==> src/rtl/rtc_tick_pkg.sv <==
package rtc_tick_pkg;

  typedef enum logic [1:0] {
    PIN_LEVEL = 2'd0,
    PIN_FAST  = 2'd1,
    PIN_SLOW  = 2'd2
  } pin_src_e;

  function automatic pin_src_e pin_source(input logic test_en, input logic test_slow);
    if (!test_en)      return PIN_LEVEL;
    else if (test_slow) return PIN_SLOW;
    else               return PIN_FAST;
  endfunction

endpackage

==> src/rtl/rtc_trim_window.sv <==
module rtc_trim_window #(
  parameter int SLOW_WIN = 960,
  parameter int FAST_WIN = 480
) (
  input  logic clk,
  input  logic rst_n,
  input  logic sec_done,
  input  logic cal_sign,
  output logic adj_now
);
  localparam int WMAX = (SLOW_WIN > FAST_WIN) ? SLOW_WIN : FAST_WIN;
  localparam int WW   = (WMAX > 2) ? $clog2(WMAX) : 1;

  logic [WW-1:0] win_q;
  logic [WW-1:0] last_idx;

  // the window length follows the sign of the trim
  assign last_idx = cal_sign ? WW'(FAST_WIN - 1) : WW'(SLOW_WIN - 1);
  assign adj_now  = (win_q >= last_idx);

  always_ff @(posedge clk or negedge rst_n) begin
    if (!rst_n)        win_q <= '0;
    else if (sec_done) win_q <= adj_now ? '0 : win_q + 1'b1;
  end
endmodule

==> src/rtl/rtc_second_div.sv <==
module rtc_second_div #(
  parameter int DIV_BITS = 15,
  parameter int CAL_STEP = 64
) (
  input  logic       clk,
  input  logic       rst_n,
  input  logic       osc_en,
  input  logic       stop,
  input  logic       cal_sign,
  input  logic [4:0] cal_mag,
  input  logic       adj_now,
  output logic       sec_done,
  output logic       sec_tick,
  output logic       wave_1hz
);
  localparam int CW = DIV_BITS + 1;
  localparam logic [CW-1:0] NOM  = CW'(2 ** DIV_BITS);
  localparam logic [CW-1:0] HALF = CW'(2 ** (DIV_BITS - 1));
  localparam logic [CW-1:0] STEP = CW'(CAL_STEP);

  logic [CW-1:0] cnt_q;
  logic [CW-1:0] delta;
  logic [CW-1:0] len;
  logic          step;

  assign delta = STEP * CW'(cal_mag);

  always_comb begin
    len = NOM;
    if (adj_now) len = cal_sign ? (NOM - delta) : (NOM + delta);
  end

  assign step     = osc_en & ~stop;
  // ">=" keeps the second short if the trim is lowered mid-second
  assign sec_done = step & (cnt_q >= (len - 1'b1));
  assign wave_1hz = (cnt_q < HALF);

  always_ff @(posedge clk or negedge rst_n) begin
    if (!rst_n) begin
      cnt_q    <= '0;
      sec_tick <= 1'b0;
    end else begin
      sec_tick <= sec_done;
      if (sec_done)  cnt_q <= '0;
      else if (step) cnt_q <= cnt_q + 1'b1;
    end
  end
endmodule

==> src/rtl/rtc_fast_wave.sv <==
module rtc_fast_wave #(
  parameter int FAST_HALF_LOG = 5
) (
  input  logic clk,
  input  logic rst_n,
  input  logic osc_en,
  input  logic stop,
  output logic wave_fast
);
  logic [FAST_HALF_LOG:0] cnt_q;

  always_ff @(posedge clk or negedge rst_n) begin
    if (!rst_n)               cnt_q <= '0;
    else if (osc_en && !stop) cnt_q <= cnt_q + 1'b1;
  end

  assign wave_fast = cnt_q[FAST_HALF_LOG];
endmodule

==> src/rtl/rtc_osc_monitor.sv <==
module rtc_osc_monitor #(
  parameter int REF_WIN    = 4,
  parameter int MISS_LIMIT = 4
) (
  input  logic clk,
  input  logic rst_n,
  input  logic osc_en,
  input  logic ref_en,
  input  logic fail_clr,
  output logic osc_fail
);
  localparam int RW = (REF_WIN > 2) ? $clog2(REF_WIN) : 1;
  localparam int MW = $clog2(MISS_LIMIT + 1);

  logic [RW-1:0] ref_q;
  logic [MW-1:0] miss_q;
  logic          win_end;
  logic          fail_hit;

  assign win_end  = ~osc_en & ref_en & (ref_q == RW'(REF_WIN - 1));
  assign fail_hit = win_end & (miss_q >= MW'(MISS_LIMIT - 1));

  always_ff @(posedge clk or negedge rst_n) begin
    if (!rst_n) begin
      ref_q  <= '0;
      miss_q <= '0;
    end else if (osc_en) begin
      ref_q  <= '0;
      miss_q <= '0;
    end else if (ref_en) begin
      if (win_end) begin
        ref_q <= '0;
        if (miss_q != MW'(MISS_LIMIT)) miss_q <= miss_q + 1'b1;
      end else begin
        ref_q <= ref_q + 1'b1;
      end
    end
  end

  // set at power-up; a detection outranks a clear
  always_ff @(posedge clk or negedge rst_n) begin
    if (!rst_n)        osc_fail <= 1'b1;
    else if (fail_hit) osc_fail <= 1'b1;
    else if (fail_clr) osc_fail <= 1'b0;
  end
endmodule

==> src/rtl/rtc_tick_gen.sv <==
module rtc_tick_gen
  import rtc_tick_pkg::*;
#(
  parameter int DIV_BITS      = 15,
  parameter int FAST_HALF_LOG = 5,
  parameter int CAL_STEP      = 64,
  parameter int SLOW_WIN      = 960,
  parameter int FAST_WIN      = 480,
  parameter int REF_WIN       = 4,
  parameter int MISS_LIMIT    = 4
) (
  input  logic       clk,
  input  logic       rst_n,
  input  logic       osc_en,
  input  logic       ref_en,
  input  logic       stop,
  input  logic       cal_sign,
  input  logic [4:0] cal_mag,
  input  logic       out_level,
  input  logic       test_en,
  input  logic       test_slow,
  input  logic       fail_clr,
  output logic       sec_tick,
  output logic       wave_1hz,
  output logic       wave_512hz,
  output logic       irq_out,
  output logic       osc_fail
);
  logic     sec_done;
  logic     adj_now;
  pin_src_e src;

  rtc_trim_window #(.SLOW_WIN(SLOW_WIN), .FAST_WIN(FAST_WIN)) u_win (
    .clk(clk), .rst_n(rst_n), .sec_done(sec_done), .cal_sign(cal_sign), .adj_now(adj_now)
  );

  rtc_second_div #(.DIV_BITS(DIV_BITS), .CAL_STEP(CAL_STEP)) u_div (
    .clk(clk), .rst_n(rst_n), .osc_en(osc_en), .stop(stop), .cal_sign(cal_sign),
    .cal_mag(cal_mag), .adj_now(adj_now), .sec_done(sec_done), .sec_tick(sec_tick),
    .wave_1hz(wave_1hz)
  );

  rtc_fast_wave #(.FAST_HALF_LOG(FAST_HALF_LOG)) u_fast (
    .clk(clk), .rst_n(rst_n), .osc_en(osc_en), .stop(stop), .wave_fast(wave_512hz)
  );

  rtc_osc_monitor #(.REF_WIN(REF_WIN), .MISS_LIMIT(MISS_LIMIT)) u_mon (
    .clk(clk), .rst_n(rst_n), .osc_en(osc_en), .ref_en(ref_en), .fail_clr(fail_clr),
    .osc_fail(osc_fail)
  );

  assign src = pin_source(test_en, test_slow);

  always_comb begin
    unique case (src)
      PIN_SLOW: irq_out = wave_1hz;
      PIN_FAST: irq_out = wave_512hz;
      default:  irq_out = out_level;
    endcase
  end
endmodule

==> config.mk <==
export PLATFORM = sky130hd
export DESIGN_NAME = rtc_tick_gen
export DESIGN_NICKNAME = d
export VERILOG_FILES = /design/src/rtl/rtc_tick_pkg.sv /design/src/rtl/rtc_trim_window.sv /design/src/rtl/rtc_second_div.sv /design/src/rtl/rtc_fast_wave.sv /design/src/rtl/rtc_osc_monitor.sv /design/src/rtl/rtc_tick_gen.sv
export SDC_FILE = /design/constraint.sdc
export NUM_CORES = 1
export LEC_CHECK = 0
export ABC_AREA = 0
export ABC_CLOCK_PERIOD_IN_PS = 4290
export BUFFER_PORTS_ARGS = -buffer_cell sky130_fd_sc_hd__buf_4
export CORE_MARGIN = 4
export CORE_UTILIZATION = 56
export CTS_BUF_LIST = sky130_fd_sc_hd__clkbuf_8
export DETAILED_ROUTE_END_ITERATION = 16
export PLACE_DENSITY = 0.84
export SYNTH_ARGS = -nofsm -noshare
export SYNTH_HDL_FRONTEND = slang
export SYNTH_HIERARCHICAL = 1
export SYNTH_SLANG_ARGS = --single-unit
==> constraint.sdc <==
create_clock -name clk -period 4.29 [get_ports clk]
set_input_delay 0.2145 -clock clk [delete_from_list [all_inputs] [get_ports clk]]
set_output_delay 0.2145 -clock clk [all_outputs]
set_load 0.005 [all_outputs]
==> flow_metrics.tcl, run 1 <==
set metrics [dict create \
    status "completed" \
    async_flop_share_pct 100 \
    die_h_um 77.0 \
    ios 20 \
    worstSkewPairLatency_ps 290 \
    die_w_um 77.0 \
    synth_nets 319 \
    synthToLayoutAreaGrowth_pct 12.2 \
    finalSetupTns_ps 0 \
    vdd_drop_max_uv 270 \
    die_area_mm2 0.00593 \
    synthFlopType "dfrtp_1" \
    critPathMaxFanout 16 \
    layout_setup_ws_ps 298 \
    rsz0062_at_grt "false" \
    wl_met1_um 2370 \
    arrival_ps 4170 \
    critPathKind "flop to flop" \
    cts_tree "done" \
    ys_warn_count 6 \
    clk_pin_slew_worst_paths_ps 70 \
    synth_cell_types 53 \
    r2r_end "u_win/win_q[3]$_DFFE_PN0P_" \
    dp.cells 348 \
    nets 344 \
    final_cell_mix "38 x dfrtp_1, 26 x nand2_1, 24 x buf_4, 23 x ha_1, 21 x nor2_1" \
    min_period_ps 3990 \
    slowest_stage "dfrtp_1" \
    final_cells 359 \
    grt_pass1_wl_um 8690 \
    grt_pass1_vias 1983 \
    postSynthAreaPerCell_um2 9.49 \
    hold_violations 0 \
    drive_gt1_share_pct 19.2 \
    slew_headroom_pct 68.1 \
    overflow 0 \
    core_region_area_mm2 0.00447 \
    numPortBuffers 19 \
    clockBufferDepth 2 \
    antenna_found_initial 0 \
    fmax_mhz 250 \
    wl_met3_um 164 \
    numClockSinks 39 \
    crit_path_start_kind "flop" \
    route.met2.wl_um 2590 \
    timing.final.max_slew_violations 0 \
    finish.utilization_pct 66.9 \
    ant_nets 0 \
    reg2reg_slack_ps 300 \
    drt_wl_total_um 5170 \
    syn_inst 281 \
    cp-startpoint "u_win/win_q[6]$_DFFE_PN0P_" \
    drt-wirelength-per-cell_um 14.4 \
    drt_pass1_iterations 4 \
    layout_commonest_cell "dfrtp_1" \
    num_antenna_cells 0 \
    rr_startpoint "u_win/win_q[6]$_DFFE_PN0P_" \
    synth_edf_count 0 \
    final.setup_skew_ps 6.88 \
    setup_violations 0 \
    top_layer_used "met4" \
    track_usage_pct 18.0 \
    p_leak_nw 1.36 \
    place_ws_ps 75.7 \
    hpwl_um 3870 \
    fin_crit_sh_pct 93.1 \
    syn_area_mm2 0.00267 \
    cap_violations 0 \
    worstPathRequired_ps 4460 \
    holdCritPathClass "input pin to flop" \
    num_vias 2080 \
    start_util_pct 59.6 \
    rr_worst_depth 16 \
    max_stage_delay_ps 420 \
    fillers 338 \
    yosysSeqAreaShare_pct 36.6 \
    worst_pin_slew_ps 478 \
    htree_num_levels 2 \
    vias_per_cell 5.79 \
    grt_max_degree 40 \
    crit_end "u_win/win_q[3]$_DFFE_PN0P_" \
    power_density_mw_per_mm2 300 \
    gp_congestion 0.858 \
    detail_route.drc_violations 0 \
    cp_cell_sequence "ha_1, and3_1, a221o_1, a21o_4, nand2_1, ha_1, nand3_1, xnor2_1, ha_1, and4_1, a311oi_4, a21oi_4, buf_4, inv_1, a2111oi_1, a211o_1" \
    num_rows 24 \
    synth-seq-cells 39 \
    cts_made_buffers 5 \
    drt-initial-drc-count 135 \
    cpMostUsedCell "ha_1" \
    end_kind "flop" \
    clock-root-buffer "clkbuf_8" \
]
[through the flow]
step                hold slack (ps)  instance area [um2]  total power [mW]
floorplan                     -81.1                 2670             0.577
global placement                208                 2850             0.624
detailed placement              208                 2850             0.637
CTS                            81.4                 2960             0.903
global route                   70.5                 2990             0.946
finish                         82.0                 2990             0.898
[logic make-up after synthesis]
family / synth area share [%]
AND/OR/NAND/NOR: 21.2
AO/OA/AOI/OAI: 15.0
flip-flops: 36.6
XOR/XNOR: 9.52
buffers and inverters: 4.46
adder cells (fa/ha/maj): 10.8
multiplexers: 2.49
[final cells by class]
type | count | area, um2 | share of cell area (%)
Tap cell | 52 | 65.1 | 2.17
Sequential cell | 39 | 977 | 32.7
Clock buffer | 7 | 96.3 | 3.22
Inverter | 19 | 71.3 | 2.38
Timing Repair Buffer | 25 | 190 | 6.35
Multi-Input combinational cell | 216 | 1590 | 53.1
Clock inverter | 1 | 3.75 | 0.125
[synth_stat cells (all sizes together) (4+ instances only)]
cell     n  area share [%]
buf      4             1.4
nand3   11             2.1
mux2i    4             1.5
xor2    11             3.6
nor3     6             1.1
ha      23              11
inv     19             2.7
a21oi   14             3.5
dfrtp   38              36
nand4    7             1.6
nand2   29             4.4
o21ai   10             2.0
nor2    30             5.1
nor4     4            0.94
a211oi   4             1.3
and3     4             1.1
xnor2   18             5.9
nand2b   5             1.2
[state kept, by name, summed over array words and instances (netlist names)]
name            cells
u_fast/cnt_q        6
u_div/cnt_q        16
u_div/sec_tick      1
u_mon/miss_q        3
u_win/win_q        10
u_mon/ref_q         2
u_mon/osc_fail      1
[per-layer routing]
| layer | global-route usage (%) | vias to the layer above |
|---|---|---|
| li1 | - | 1046 |
| met1 | 22.2 | 992 |
| met2 | 31.1 | 36 |
| met3 | 4.68 | 6 |
| met4 | 5.34 | 0 |
| met5 | 0 | - |
[where the power goes]
group	total (mW)	switching, mW	internal, mW	leakage [nW]
Combinational	0.161	0.0817	0.0789	0.804
Clock	0.265	0.121	0.144	0.0557
Sequential	0.472	0.0533	0.419	0.505
[how the worst min path moves through the flow]
stage	from	endpoint	slack [ps]	cells past startpoint
floorplan	rst_n	u_div/cnt_q[0]$_DFFE_PN0P_	-80	0
global placement	rst_n	u_div/cnt_q[0]$_DFFE_PN0P_	210	1
detailed placement	rst_n	u_div/cnt_q[8]$_DFFE_PN0P_	210	1
CTS	fail_clr	u_mon/osc_fail$_DFFE_PN1P_	80	2
global route	fail_clr	u_mon/osc_fail$_DFFE_PN1P_	70	2
finish	fail_clr	u_mon/osc_fail$_DFFE_PN1P_	80	2
[worst max-delay path, delay by kind of cell, from the launching register on]
kind,cells,cell delay (ps)
compound gates,6,1530
xor+xnor,1,180
simple gates,4,630
flops,1,420
buf+inv,2,350
fa+ha+maj,3,780
[what timing repair did]
item,in CTS,in global routing
resized for setup,0,4
hold endpoints to repair,38,0
setup endpoints to repair,0,6
hold buffers,1,0
setup buffers,0,2
No activity file was read; power rests on OpenSTA's default activity.
==> inputs of run 2 (changes only) <==
--- a/config.mk
+++ b/config.mk
@@ -8,7 +8,6 @@
 export ABC_AREA = 0
 export ABC_CLOCK_PERIOD_IN_PS = 4290
 export BUFFER_PORTS_ARGS = -buffer_cell sky130_fd_sc_hd__buf_4
-export CORE_MARGIN = 4
 export CORE_UTILIZATION = 56
 export CTS_BUF_LIST = sky130_fd_sc_hd__clkbuf_8
 export DETAILED_ROUTE_END_ITERATION = 16
==> run 2 against run 1 <==
Against the previous run:
- register-to-register slack lost 140 ps
- via count shrank 0.34%
- first-iteration DRC count decreased by 33%
- largest cell class unchanged
- highest routed layer unchanged
==> flow_metrics.tcl, run 2 (synthesis results as in run 1) <==
set metrics [dict create \
    vdd_drop_max_uv 289 \
    num_antenna_cells 0 \
    finish.utilization_pct 66.7 \
    detail_route.drc_violations 0 \
    power_density_mw_per_mm2 295 \
    grt_pass1_wl_um 8960 \
    vias_per_cell 5.79 \
    clk_pin_slew_worst_paths_ps 80 \
    clockBufferDepth 2 \
    worst_pin_slew_ps 491 \
    worstSkewPairLatency_ps 290 \
    numClockSinks 39 \
    end_kind "flop" \
    setup_violations 0 \
    hold_violations 0 \
    drt-initial-drc-count 90 \
    largest_reg_flops 16 \
    critPathMaxFanout 11 \
    slew_headroom_pct 67.3 \
    whs_endpoint "u_mon/osc_fail$_DFFE_PN1P_" \
    nets 343 \
    rr_worst_depth 17 \
    final.setup_skew_ps 8.02 \
    drt_wl_total_um 5390 \
    p_leak_nw 1.36 \
    cap_violations 0 \
    final_cell_mix "38 x dfrtp_1, 26 x nand2_1, 23 x buf_4, 23 x ha_1, 21 x nor2_1" \
    crit_buf_inv 1 \
    cts_made_buffers 5 \
    place_ws_ps 5.76 \
    r2r_end "u_win/win_q[6]$_DFFE_PN0P_" \
    final_cells 358 \
    reg.largest.list "u_div/cnt_q: 16 flops, u_win/win_q: 10 flops, u_fast/cnt_q: 6 flops" \
    drt_pass1_iterations 4 \
    holdPathStages 2 \
    die_w_um 71.0 \
    cp_cell_sequence "ha_1, and3_1, a221o_1, a21o_4, nand2_1, ha_1, and4_1, xnor2_1, ha_1, and4_1, a311oi_4, a21oi_4, nand4_1, buf_4, nor2_1, xnor2_1, a21oi_1" \
    power.total_mw 0.880 \
    fmax_mhz 242 \
    grt_pass1_vias 1988 \
    num_vias 2073 \
    max_stage_delay_ps 430 \
    reg2reg_slack_ps 160 \
    ant_nets 0 \
    min_period_ps 4130 \
    cts_tree "done" \
    critPathKind "flop to flop" \
    place_area_mm2 0.00285 \
    antenna_found_initial 0 \
    timing.final.max_slew_violations 0 \
    drt-wirelength-per-cell_um 15.1 \
    htree_num_levels 2 \
    hpwl_um 4060 \
    largest-register "u_div/cnt_q" \
    crit_path_start_kind "flop" \
    status "completed" \
    synthToLayoutAreaGrowth_pct 11.8 \
    clock-root-buffer "clkbuf_8" \
    worstPathRequired_ps 4460 \
    rr_startpoint "u_win/win_q[6]$_DFFE_PN0P_" \
    numPortBuffers 19 \
    arrival_ps 4300 \
    slowest_stage "a221o_1" \
    layout_commonest_cell "dfrtp_1" \
    grt_max_degree 40 \
    cpMostUsedCell "ha_1" \
    holdCritPathClass "input pin to flop" \
    fin_crit_sh_pct 96.3 \
    fin_area_mm2 0.00298 \
    dp.cells 348 \
    gp_congestion 0.818 \
    start_util_pct 59.6 \
    ios 20 \
    track_usage_pct 23.0 \
    worst-path-stages 17 \
    die_h_um 71.0 \
    min-delay-start "fail_clr" \
    holdWs_ps 63.0 \
    finalSetupTns_ps 0 \
    crit_family "compound AO/OA/AOI/OAI gates" \
    layout_setup_ws_ps 158 \
    drive_gt1_share_pct 19.3 \
    overflow 0 \
    die_area_mm2 0.00504 \
    num_rows 24 \
    core_region_area_mm2 0.00447 \
]
[run 2: what timing repair did]
action,in CTS,in global routing
resized for setup,0,6
setup endpoints to repair,0,7
hold buffers,1,0
endpoints found under the hold margin,38,0
setup buffers,0,1
[run 2: area by class of cell]
cell class | count | area (um2)
clock buffers | 5 | 68.8
inverters | 19 | 71.3
well taps | 52 | 65.1
clock inverters | 3 | 20.0
multi-input cells | 216 | 1600
fillers | 352 | 1490
flip-flops and latches | 39 | 977
repair buffers | 24 | 183
[run 2: layer usage]
metal  vias up  global-route usage (%)  part of all wire [%]  wire (um)
met5         -                       0                     0          0
met3         4                    4.27                   2.2        116
met4         0                    7.78                  0.98         53
met1      1002                    29.1                    46       2470
li1       1041                       -                     -          -
met2        26                    39.6                    51       2750
[run 2: where the power goes]
part / switching (mW) / leakage, nW / internal [mW]
sequential: 0.0558 / 0.505 / 0.419
combinational: 0.0834 / 0.816 / 0.0796
clock: 0.129 / 0.0402 / 0.113
total: 0.268 / 1.36 / 0.611
[run 2: how the worst max path moves through the flow]
| stage | start | end | slack [ps] |
|---|---|---|---|
| 3_5_place_dp | cal_sign | u_win/win_q[9]$_DFFE_PN0P_ | 6 |
| 5_1_grt | u_win/win_q[6]$_DFFE_PN0P_ | u_win/win_q[6]$_DFFE_PN0P_ | -20 |
| 3_3_place_gp | cal_sign | u_win/win_q[3]$_DFFE_PN0P_ | 210 |
| 4_1_cts | u_win/win_q[6]$_DFFE_PN0P_ | u_win/win_q[9]$_DFFE_PN0P_ | 30 |
| 2_1_floorplan | u_win/win_q[6]$_DFFE_PN0P_ | u_win/win_q[3]$_DFFE_PN0P_ | 90 |
| 6_report | u_win/win_q[6]$_DFFE_PN0P_ | u_win/win_q[6]$_DFFE_PN0P_ | 160 |
